## src/rtl/dvfs_pkg.sv

```systemverilog
package dvfs_pkg;
    typedef enum logic [2:0] {
        ST_IDLE    = 3'd0,
        ST_F_LOWER = 3'd1,
        ST_V_MOVE  = 3'd2,
        ST_F_RAISE = 3'd3,
        ST_FINISH  = 3'd4
    } seq_state_t;
endpackage

```

## src/rtl/dvfs_target_clamp.sv

```systemverilog
module dvfs_target_clamp #(
    parameter int VW    = 3,
    parameter int FW    = 8,
    parameter int VCEIL = 6
) (
    input  logic [VW-1:0]          req_vidx,
    input  logic [FW-1:0]          req_fcode,
    input  logic [(1<<VW)*FW-1:0]  fmax_tbl,
    output logic [VW-1:0]          tgt_vidx,
    output logic [FW-1:0]          tgt_fcode
);
    localparam int NLVL = 1 << VW;
    localparam logic [VW-1:0] CEIL_IDX = VW'(VCEIL);

    logic [FW-1:0] lim [NLVL];

    for (genvar gi = 0; gi < NLVL; gi++) begin : g_unpack
        assign lim[gi] = fmax_tbl[gi*FW +: FW];
    end

    always_comb begin
        tgt_vidx  = (req_vidx > CEIL_IDX) ? CEIL_IDX : req_vidx;
        tgt_fcode = (req_fcode > lim[tgt_vidx]) ? lim[tgt_vidx] : req_fcode;
    end
endmodule

```

## src/rtl/dvfs_wdog.sv

```systemverilog
module dvfs_wdog #(
    parameter int WDW = 16
) (
    input  logic           clk,
    input  logic           rst_n,
    input  logic           restart,
    input  logic           run,
    input  logic [WDW-1:0] limit,
    output logic           expired
);
    logic [WDW-1:0] cnt;

    always_ff @(posedge clk) begin
        if (!rst_n) begin
            cnt <= '0;
        end else if (restart) begin
            cnt <= '0;
        end else if (run && cnt != limit) begin
            cnt <= cnt + 1'b1;
        end
    end

    assign expired = run && (cnt == limit);
endmodule

```

## src/rtl/dvfs_seq.sv

```systemverilog
module dvfs_seq
    import dvfs_pkg::*;
#(
    parameter int VW    = 3,
    parameter int FW    = 8,
    parameter int WDW   = 16,
    parameter int VCEIL = 6
) (
    input  logic                   clk,
    input  logic                   rst_n,
    input  logic                   req_valid,
    input  logic [VW-1:0]          req_vidx,
    input  logic [FW-1:0]          req_fcode,
    input  logic [(1<<VW)*FW-1:0]  fmax_tbl,
    input  logic                   v_settled,
    input  logic                   f_settled,
    input  logic [WDW-1:0]         wd_limit,
    output logic [VW-1:0]          v_set,
    output logic [FW-1:0]          f_set,
    output logic                   busy,
    output logic                   done,
    output logic                   err
);
    localparam logic [VW-1:0] CEIL_IDX = VW'(VCEIL);

    seq_state_t state, nxt;
    logic [VW-1:0] clamp_v, tgt_v, cand_v;
    logic [FW-1:0] clamp_f, tgt_f, cand_f;
    logic          waiting, expired, timeout_evt;

    dvfs_target_clamp #(.VW(VW), .FW(FW), .VCEIL(VCEIL)) u_clamp (
        .req_vidx  (req_vidx),
        .req_fcode (req_fcode),
        .fmax_tbl  (fmax_tbl),
        .tgt_vidx  (clamp_v),
        .tgt_fcode (clamp_f)
    );

    assign waiting = (state == ST_F_LOWER) || (state == ST_V_MOVE) || (state == ST_F_RAISE);

    dvfs_wdog #(.WDW(WDW)) u_wdog (
        .clk     (clk),
        .rst_n   (rst_n),
        .restart (nxt != state),
        .run     (waiting),
        .limit   (wd_limit),
        .expired (expired)
    );

    assign cand_v = (state == ST_IDLE) ? clamp_v : tgt_v;
    assign cand_f = (state == ST_IDLE) ? clamp_f : tgt_f;

    always_comb begin
        nxt = state;
        unique case (state)
            ST_IDLE: begin
                if (req_valid) begin
                    if (cand_f < f_set)       nxt = ST_F_LOWER;
                    else if (cand_v != v_set) nxt = ST_V_MOVE;
                    else if (cand_f > f_set)  nxt = ST_F_RAISE;
                    else                      nxt = ST_FINISH;
                end
            end
            ST_F_LOWER: begin
                if (f_settled)    nxt = (tgt_v != v_set) ? ST_V_MOVE : ST_FINISH;
                else if (expired) nxt = ST_IDLE;
            end
            ST_V_MOVE: begin
                if (v_settled)    nxt = (tgt_f > f_set) ? ST_F_RAISE : ST_FINISH;
                else if (expired) nxt = ST_IDLE;
            end
            ST_F_RAISE: begin
                if (f_settled)    nxt = ST_FINISH;
                else if (expired) nxt = ST_IDLE;
            end
            ST_FINISH: nxt = ST_IDLE;
        endcase
    end

    assign timeout_evt = waiting && (nxt == ST_IDLE);

    // State register
    always_ff @(posedge clk) begin
        if (!rst_n) state <= ST_IDLE;
        else        state <= nxt;
    end

    // Output and target registers
    always_ff @(posedge clk) begin
        if (!rst_n) begin
            v_set <= '0;
            f_set <= '0;
            tgt_v <= '0;
            tgt_f <= '0;
            err   <= 1'b0;
        end else begin
            if (state == ST_IDLE && req_valid) begin
                tgt_v <= clamp_v;
                tgt_f <= clamp_f;
                err   <= 1'b0;
            end
            if (nxt != state) begin
                unique case (nxt)
                    ST_F_LOWER, ST_F_RAISE: f_set <= cand_f;
                    ST_V_MOVE:              v_set <= cand_v;
                    default: ;
                endcase
            end
            if (timeout_evt) err <= 1'b1;
        end
    end

    assign busy = (state != ST_IDLE);
    assign done = (state == ST_FINISH);


    safe_point_chk: assert property (@(posedge clk) disable iff (!rst_n)
        f_set <= fmax_tbl[v_set*FW +: FW]);

    ceil_chk: assert property (@(posedge clk) disable iff (!rst_n)
        v_set <= CEIL_IDX);

    one_actuator_chk: assert property (@(posedge clk) disable iff (!rst_n)
        !((v_set != $past(v_set)) && (f_set != $past(f_set))));

    done_pulse_chk: assert property (@(posedge clk) disable iff (!rst_n)
        done |=> (!done && !busy));

    err_idle_chk: assert property (@(posedge clk) disable iff (!rst_n)
        $rose(err) |-> !busy);

    busy_hold_chk: assert property (@(posedge clk) disable iff (!rst_n)
        busy |=> ($stable(tgt_v) && $stable(tgt_f)));
endmodule

```

## config.mk

```make
export PLATFORM = sky130hd
export DESIGN_NAME = dvfs_seq
export DESIGN_NICKNAME = d
export VERILOG_FILES = /design/src/rtl/dvfs_pkg.sv /design/src/rtl/dvfs_target_clamp.sv /design/src/rtl/dvfs_wdog.sv /design/src/rtl/dvfs_seq.sv
export SDC_FILE = /design/constraint.sdc
export NUM_CORES = 1
export LEC_CHECK = 0
export BUFFER_PORTS_ARGS = -buffer_cell sky130_fd_sc_hd__buf_2
export CAP_MARGIN = 40
export CORE_MARGIN = 2
export CORE_UTILIZATION = 57
export CTS_CLUSTER_SIZE = 25
export DETAILED_ROUTE_END_ITERATION = 7
export PLACE_DENSITY = 0.93
export SLEW_MARGIN = 25
export SYNTH_ARGS = -nofsm -noshare
export SYNTH_HDL_FRONTEND = slang
export SYNTH_SLANG_ARGS = --single-unit
export TNS_END_PERCENT = 100
```

## constraint.sdc

```tcl
create_clock -name clk -period 11.77 [get_ports clk]
set_clock_uncertainty 0.1 [all_clocks]
set_input_delay 0.5885 -clock clk [delete_from_list [all_inputs] [get_ports clk]]
set_output_delay 0.5885 -clock clk [all_outputs]
set_load 0.05 [all_outputs]
```

* Word-level counts from Yosys, hierarchy flattened *
Cells that the tools add are included.

operators by class
  $add $sub $neg = 1
  $mul = 0
  div/mod/pow operators = 0
  $lt $le $gt $ge = 6
  eq/ne operators = 12
  shifts and indexed selects = 0
  muxes and demuxes = 20
  bitwise gates (word level) = 2
  reductions and logical operators = 14

operator list
  cell                                                      number
  2-to-1 mux 3 bit                                          12
  2-to-1 mux 8 bit                                          4
  binary-select mux 8 bit (select 3 bit)                    1
  greater-than comparator 8 bit                             3
  adder 16 x 1 -> 16 bit, second input constant             1
  equality test 16 bit                                      1
  != test 16 bit                                            1
  one-hot mux 3 bit (5 select lines)                        1
  equality test 3 x 2 -> 1 bit, second input constant       4
  != test 3 bit                                             3
  < comparator 8 bit                                        1
  equality test 3 x 1 -> 1 bit, second input constant       2
  zero test 3 bit                                           2
  greater-or-equal comparator 4 bit, second input constant  1
  logical AND 1 bit                                         4
  NOT 3 -> 4 bit                                            1
  AND reduction 2 bit                                       2
  OR reduction 2 bit                                        2
  equality test 3 bit, second input constant                1
  greater-than comparator 3 bit, second input constant      1
  nonzero test 3 bit                                        1
  logical OR 1 bit                                          2
  2-to-1 mux 1 bit                                          2
  nonzero test 2 bit                                        1
  NOT 1 bit                                                 1

storage, ports and cells
  flip-flop bits (word level) = 42
  bits in latches = 0
  RAM bits = 0
  memory bits (read-only) = 0
  input bits = 96
  output and inout bits = 14
  logic and storage cells = 62
  memories = 0

* Longest topological paths before layout *
  depth in word-level cells = 18
  gate-level depth with buffers = 24
  mapped depth without buffers = 20

* Hierarchy *
A second synthesis with hierarchy kept.

unflattened totals
  cell total of the unflattened synthesis = 440
  area, all modules = 3567.2 µm²

by module, submodules not included
  module             times used  cells an instance  area each (µm²)  sequential area each (µm²)
  dvfs_seq           1           234                1765.4           520.5
  dvfs_wdog          1           122                1044.8           320.3
  dvfs_target_clamp  1           84                 757.0            0.0

* Worst setup path after synthesis *
OpenSTA, ideal clock, no wires.

  path type = input port to flip-flop
  from = input req_vidx[0]
  to = register f_set[1]
  setup time = 0.072 ns
  arrival = 5.485 ns
  path slack = 6.113 ns
  stages = 19
  buffers on the path = 2
  path through = clkbuf_1 > buf_1 > mux4_2 > mux2i_1 > ha_1 > a21o_1 > a21o_1 > o22ai_1 > mux2_2 > o21ai_0 > ha_1 > a21o_1 > a211oi_1 > o211ai_1 > and2_1 > a21oi_1 > nor2_1 > nor3_4 > mux2i_1

between the ends
  cells in the longest elaborated chain, start to end = 18
  elaborated cells on any way between the ends = 23

RTL lines
  item                                                                          line                     text
  start, declared                                                               dvfs_seq.sv:12           input logic [VW-1:0] req_vidx,
  greater-than comparator 3 bit                                                 dvfs_target_clamp.sv:22  tgt_vidx = (req_vidx > CEIL_IDX) ? CEIL_IDX : req_vidx;
  2-to-1 mux 3 bit *                                                            dvfs_target_clamp.sv:22
  NOT 3 -> 4 bit (implied by the code) *                                        dvfs_target_clamp.sv:23  tgt_fcode = (req_fcode > lim[tgt_vidx]) ? lim[tgt_vidx] : req_fcode;
  binary-select mux 8 bit (select 3 bit) *                                      dvfs_target_clamp.sv:23
  2-to-1 mux 8 bit (implied by the code) * (2 in a row)                         dvfs_target_clamp.sv:23
  greater-than comparator 8 bit                                                 dvfs_target_clamp.sv:23
  2-to-1 mux 8 bit *                                                            dvfs_target_clamp.sv:23
  2-to-1 mux 8 bit *                                                            dvfs_seq.sv:51           assign cand_f = (state == ST_IDLE) ? clamp_f : tgt_f;
  net cand_f[5]                                                                 dvfs_seq.sv:28           logic [FW-1:0] clamp_f, tgt_f, cand_f;
  [... 1 more ...]                                                              --
  2-to-1 mux 3 bit                                                              dvfs_seq.sv:60           else if (cand_f > f_set) nxt = ST_F_RAISE;
  2-to-1 mux 3 bit                                                              dvfs_seq.sv:59           else if (cand_v != v_set) nxt = ST_V_MOVE;
  2-to-1 mux 3 bit *                                                            dvfs_seq.sv:58           if (cand_f < f_set) nxt = ST_F_LOWER;
  2-to-1 mux 3 bit *                                                            dvfs_seq.sv:57           if (req_valid) begin
  one-hot mux 3 bit (5 select lines) *                                          dvfs_seq.sv:55           unique case (state)
  equality test 3 x 1 -> 1 bit or equality test 3 x 2 -> 1 bit (tied branches)  dvfs_seq.sv:103          unique case (nxt)
  OR reduction 2 bit                                                            dvfs_seq.sv:103
  AND reduction 2 bit (no source line) *                                        --
  end signal, assigned                                                          dvfs_seq.sv:104          ST_F_LOWER, ST_F_RAISE: f_set <= cand_f;
  end, declared                                                                 dvfs_seq.sv:19           output logic [FW-1:0] f_set,

The timed path passes the listed nets; every way through them passes the cells marked *. The select of a mux whose other input is x is not followed.
A chain may end at the register's enable or synchronous reset.

* Final worst setup path *
  from = input req_vidx[2]
  to = register u_wdog.cnt[1]

between the ends
  cells in the longest elaborated chain, start to end = 17
  elaborated cells on any way between the ends = 20

RTL lines
  item                                                   line                     text
  greater-than comparator 3 bit                          dvfs_target_clamp.sv:22
  2-to-1 mux 3 bit *                                     dvfs_target_clamp.sv:22
  NOT 3 -> 4 bit (implied by the code) *                 dvfs_target_clamp.sv:23
  binary-select mux 8 bit (select 3 bit) *               dvfs_target_clamp.sv:23
  2-to-1 mux 8 bit (implied by the code) * (2 in a row)  dvfs_target_clamp.sv:23
  greater-than comparator 8 bit                          dvfs_target_clamp.sv:23
  2-to-1 mux 8 bit *                                     dvfs_target_clamp.sv:23
  2-to-1 mux 8 bit *                                     dvfs_seq.sv:51
  net cand_f[6]                                          dvfs_seq.sv:28
  greater-than comparator 8 bit                          dvfs_seq.sv:60
  2-to-1 mux 3 bit                                       dvfs_seq.sv:60
  2-to-1 mux 3 bit                                       dvfs_seq.sv:59
  2-to-1 mux 3 bit *                                     dvfs_seq.sv:58
  2-to-1 mux 3 bit *                                     dvfs_seq.sv:57
  one-hot mux 3 bit (5 select lines) *                   dvfs_seq.sv:55
  != test 3 bit *                                        dvfs_seq.sv:44           .restart (nxt != state),
  OR reduction 2 bit (no source line) *                  --
  end signal, assigned                                   dvfs_wdog.sv:19          cnt <= cnt + 1'b1;
  end, declared                                          dvfs_wdog.sv:11          logic [WDW-1:0] cnt;

Marked as above.

==> impl_metrics.csv <==
group,metric,value,unit
route,detail_route.iter0.violations,216,
worst_setup_path,worst_path_max_delay_cell,"o22ai_1",
sta,finalMaxSlewViolations,0,
clock_tree,clock_tree_from_tritoncts,"yes",
synthesis,postSynthRegisterBits,42,
route,top_layer,"met4",
synthesis,synth_top_flop_cell,"dfxtp_1",
worst_setup_path,worst_setup_path_start_kind,"primary input",
sta,setup_repair_after_global_routing_missed_its_margin,"no",
power_and_ir_drop,combPwrFrac,65.1,%
clock_tree,post_cts_resized,0,
route,route.met3.wl,592,microns
worst_hold_path,hold_path.class,"flop to flop",
placement,hpwlAfterDp,7.21,mm
worst_setup_path,cp_data_required_time,11.89,ns
floorplan,core_area,0.00624,sq mm
sta,fin_ws,5.81,ns
finish,count_of_antenna_diodes_in_the_layout,0,
outcome,status,"finished clean",
finish,syn2layout_area_growth,17.0,%
floorplan,fp.dieArea,0.00702,sq mm
synthesis,synth_area,0.00363,sq mm
sta,worst_pin_slew,0.811,ns
finish,commonest_cells_after_routing_fill_and_taps_aside,"101 x buf_2, 45 x nand2_1, 42 x dfxtp_1",
clock_tree,cts.htree.levels,2,
finish,post-route-util,68.0,%
floorplan,placement_rows,29,
sta,fmax,168,MHz
worst_setup_path,highest_net_fanout_along_the_worst_path,28,
clock_tree,cts_inserted_buffers,5,
floorplan,floorplan.initialDensity,58.1,%
global_routing,gr-usage-all-layers,25.6,%
power_and_ir_drop,power.share.switching,51.4,%
power_and_ir_drop,netSwitchingPower,0.488,mW
worst_hold_path,holdPathEnd,"err",
worst_setup_path,startpoint,"req_vidx[2]",
finish,layout_cells_sized_above_1,29.0,%
placement,portBuffers,101,
global_routing,congestion_overflow_gr,0,
job,cap_violations,0,
clock_tree,clkTransAtPathRegs,0.08,ns
worst_setup_path,cp_cell_sequence,"buf_2, mux4_2, mux2i_1, ha_1, a21o_1, a21oi_1, a21oi_1, o22ai_1, mux2_2, o21ai_0, ha_1, nand3_1, or3_1, or4_1, o221ai_1, o2bb2ai_2, o2111ai_4, nor3_1",
sta,slew_headroom,45.9,%
route,antenna_violating_nets_post_route,0,
placement,globalplace.congestion,0.931,
clock_tree,longest_clk_path_bufs,2,
floorplan,dieHeight,83.8,microns
finish,finish.cell_count_without_fillers,598,
route,detailroute.via_count,3505,
global_routing,antenna_found_initial,0,
power_and_ir_drop,internal_power,0.461,mW
worst_setup_path,regToRegSetupSlack,7.55,ns
floorplan,pin_count,110,
placement,detailedPlace.worstSlack,5.51,ns
finish,final_common_cell,"buf_2",
global_routing,grt_start_max_net_pins,33,
sta,final_hold_viol_count,0,
worst_setup_path,worst_r2r_startpoint,"state[0]",
power_and_ir_drop,power.ir.vdd_worst,0.138,mV
route,routedLengthMet1,3.73,mm
power_and_ir_drop,clock_network_fraction_of_total_power,12.4,%
clock_tree,holdBufCountCts,0,
worst_setup_path,worstSetupPathType,"primary input to flop",
clock_tree,cts.repair_timing.setup_buffer_count,0,
clock_tree,worstSkewPairLatency,0.31,ns
synthesis,synth_edf_count,0,
sta,fin_setup_tns,0,ns
placement,place.detailed.instances,588,
worst_hold_path,min-delay-start,"err",
route,totalWireLength,9.17,mm
power_and_ir_drop,power_density,224,mW/mm^2
route,route.detailed.wl_per_inst,15.3,microns
synthesis,ys_types,61,
clock_tree,clockRootBuffer,"clkbuf_8",
route,wl_met2,4.62,mm
worst_setup_path,worst_path_largest_cell_delay,0.62,ns
sta,finalCriticalPeriod,5.96,ns
synthesis,ys_seq_area_share,23.2,%
clock_tree,numClockSinks,42,
synthesis,syn-num-nets,552,
global_routing,grt_pass1_wl,15.0,mm
synthesis,async_reset_ff_share,0,%
route,first_pass_iteration_count_of_the_detailed_router,5,
floorplan,dieWidth,83.8,microns
worst_setup_path,crit-reg2reg-capture,"u_wdog.cnt[1]",
power_and_ir_drop,seqPwrFrac,22.5,%
global_routing,first_global_vias,3378,
finish,number_of_nets_in_the_layout,641,
worst_setup_path,endpoint_class_of_the_critical_path,"flop",
worst_setup_path,r2r_cells,12,
power_and_ir_drop,power_leakage,1.84,nW
sta,period_utilization_post_route,50.6,%
route,routed_via_density,5.86,
synthesis,post_synth.cell_area_avg,8.42,sq um
synthesis,post_synth_inst_count,431,
synthesis,yosys_warnings,0,
route,drt_drc_violations_left,0,
worst_setup_path,crit_arrival,6.08,ns
worst_hold_path,hold_path_depth,2,
sta,setup_viol,0,
stage by stage:
step | cell area [sq um] | hold WS, ns | power (mW)
final | 4250 | 0.360 | 0.950
after global routing | 4250 | 0.382 | 1.02
after CTS | 4240 | 0.366 | 0.947
after detailed placement | 4120 | 0.355 | 0.825
after global placement | 4120 | 0.343 | 0.807
after floorplan | 3630 | 0.360 | 0.714
cells in the mapped netlist, types with 2 or more instances:
cell type  number  area [sq um]
a211oi_1        5          37.5
nand3_1        18          90.1
mux2_2          9           101
o21a_1          3          22.5
mux4_2          8           180
and2_1          3          18.8
buf_6           3          33.8
o31a_1          2          17.5
xnor2_1        23           201
buf_2           3          15.0
ha_1           25           313
nor4_4          2          42.5
nand2_1        45           169
nor3_2          7          70.1
mux2i_1        25           250
xor2_1         11          96.3
clkbuf_1       13          48.8
a21oi_1        31           155
o211ai_1        3          22.5
a21boi_0        2          15.0
nor3_1         14          70.1
nor3_4          2          32.5
inv_1          22          82.6
a31oi_1         2          12.5
dfxtp_1        42           841
nand2b_1        2          12.5
o21ai_0        24           120
and3_1          5          31.3
o31ai_1         3          22.5
o311a_1         2          20.0
a21o_1          4          30.0
nand4_1         7          43.8
nor4_1          3          18.8
nor2_1         28           105
nor2b_1         4          25.0
final cells by class:
cell class	instances	area [sq um]
Multi-Input combinational cell	345	2590
Fill cell	492	2000
Timing Repair Buffer	103	515
Clock buffer	5	68.8
Sequential cell	42	841
Inverter	23	86.3
Clock inverter	3	45.0
Tap cell	77	96.3
state kept, by name, summed over array words and instances (netlist names):
signal,flops
v_set,3
state,3
tgt_f,8
tgt_v,3
f_set,8
err,1
u_wdog.cnt,16
worst max-delay path by stage:
stage | depth (start not counted) | slack [ns] | endpoint
after floorplan | 19 | 6.11 | f_set[1]
after global placement | 19 | 5.66 | u_wdog.cnt[1]
after detailed placement | 18 | 5.51 | u_wdog.cnt[7]
after CTS | 18 | 5.82 | u_wdog.cnt[1]
after global routing | 18 | 5.51 | u_wdog.cnt[1]
final | 18 | 5.81 | u_wdog.cnt[1]
critical path: cells and delay by family:
kind / cells / cell delay (ns)
muxes: 3 / 1.21
and+or+nand+nor: 4 / 1.40
buffers and inverters: 1 / 0.43
adders and majority gates: 2 / 0.49
AOI/OAI and AO/OA: 8 / 1.95
layer usage:
metal,vias up,global-route usage [%]
met5,-,0
met3,23,4.95
met1,1608,29.9
met2,141,46.3
li1,1733,-
met4,0,9.24
cells by family (layout without fill, tap and decap cells):
kind of cell	Yosys count	after routing	share of synthesized area, %
compound gates	95	95	17.1
xor+xnor	36	36	9.10
simple gates	147	147	21.9
mux	42	42	14.7
flops	42	42	23.2
fa+ha+maj	25	25	8.62
buf+inv	44	134	5.38
power by group through the flow:
stage	logic (mW)	registers, mW	clock network (mW)
2_1_floorplan	0.471	0.242	0
3_3_place_gp	0.594	0.213	0
3_5_place_dp	0.610	0.215	0
4_1_cts	0.614	0.212	0.120
5_1_grt	0.676	0.218	0.126
6_report	0.619	0.214	0.117
(Power assumes the default switching activity.)
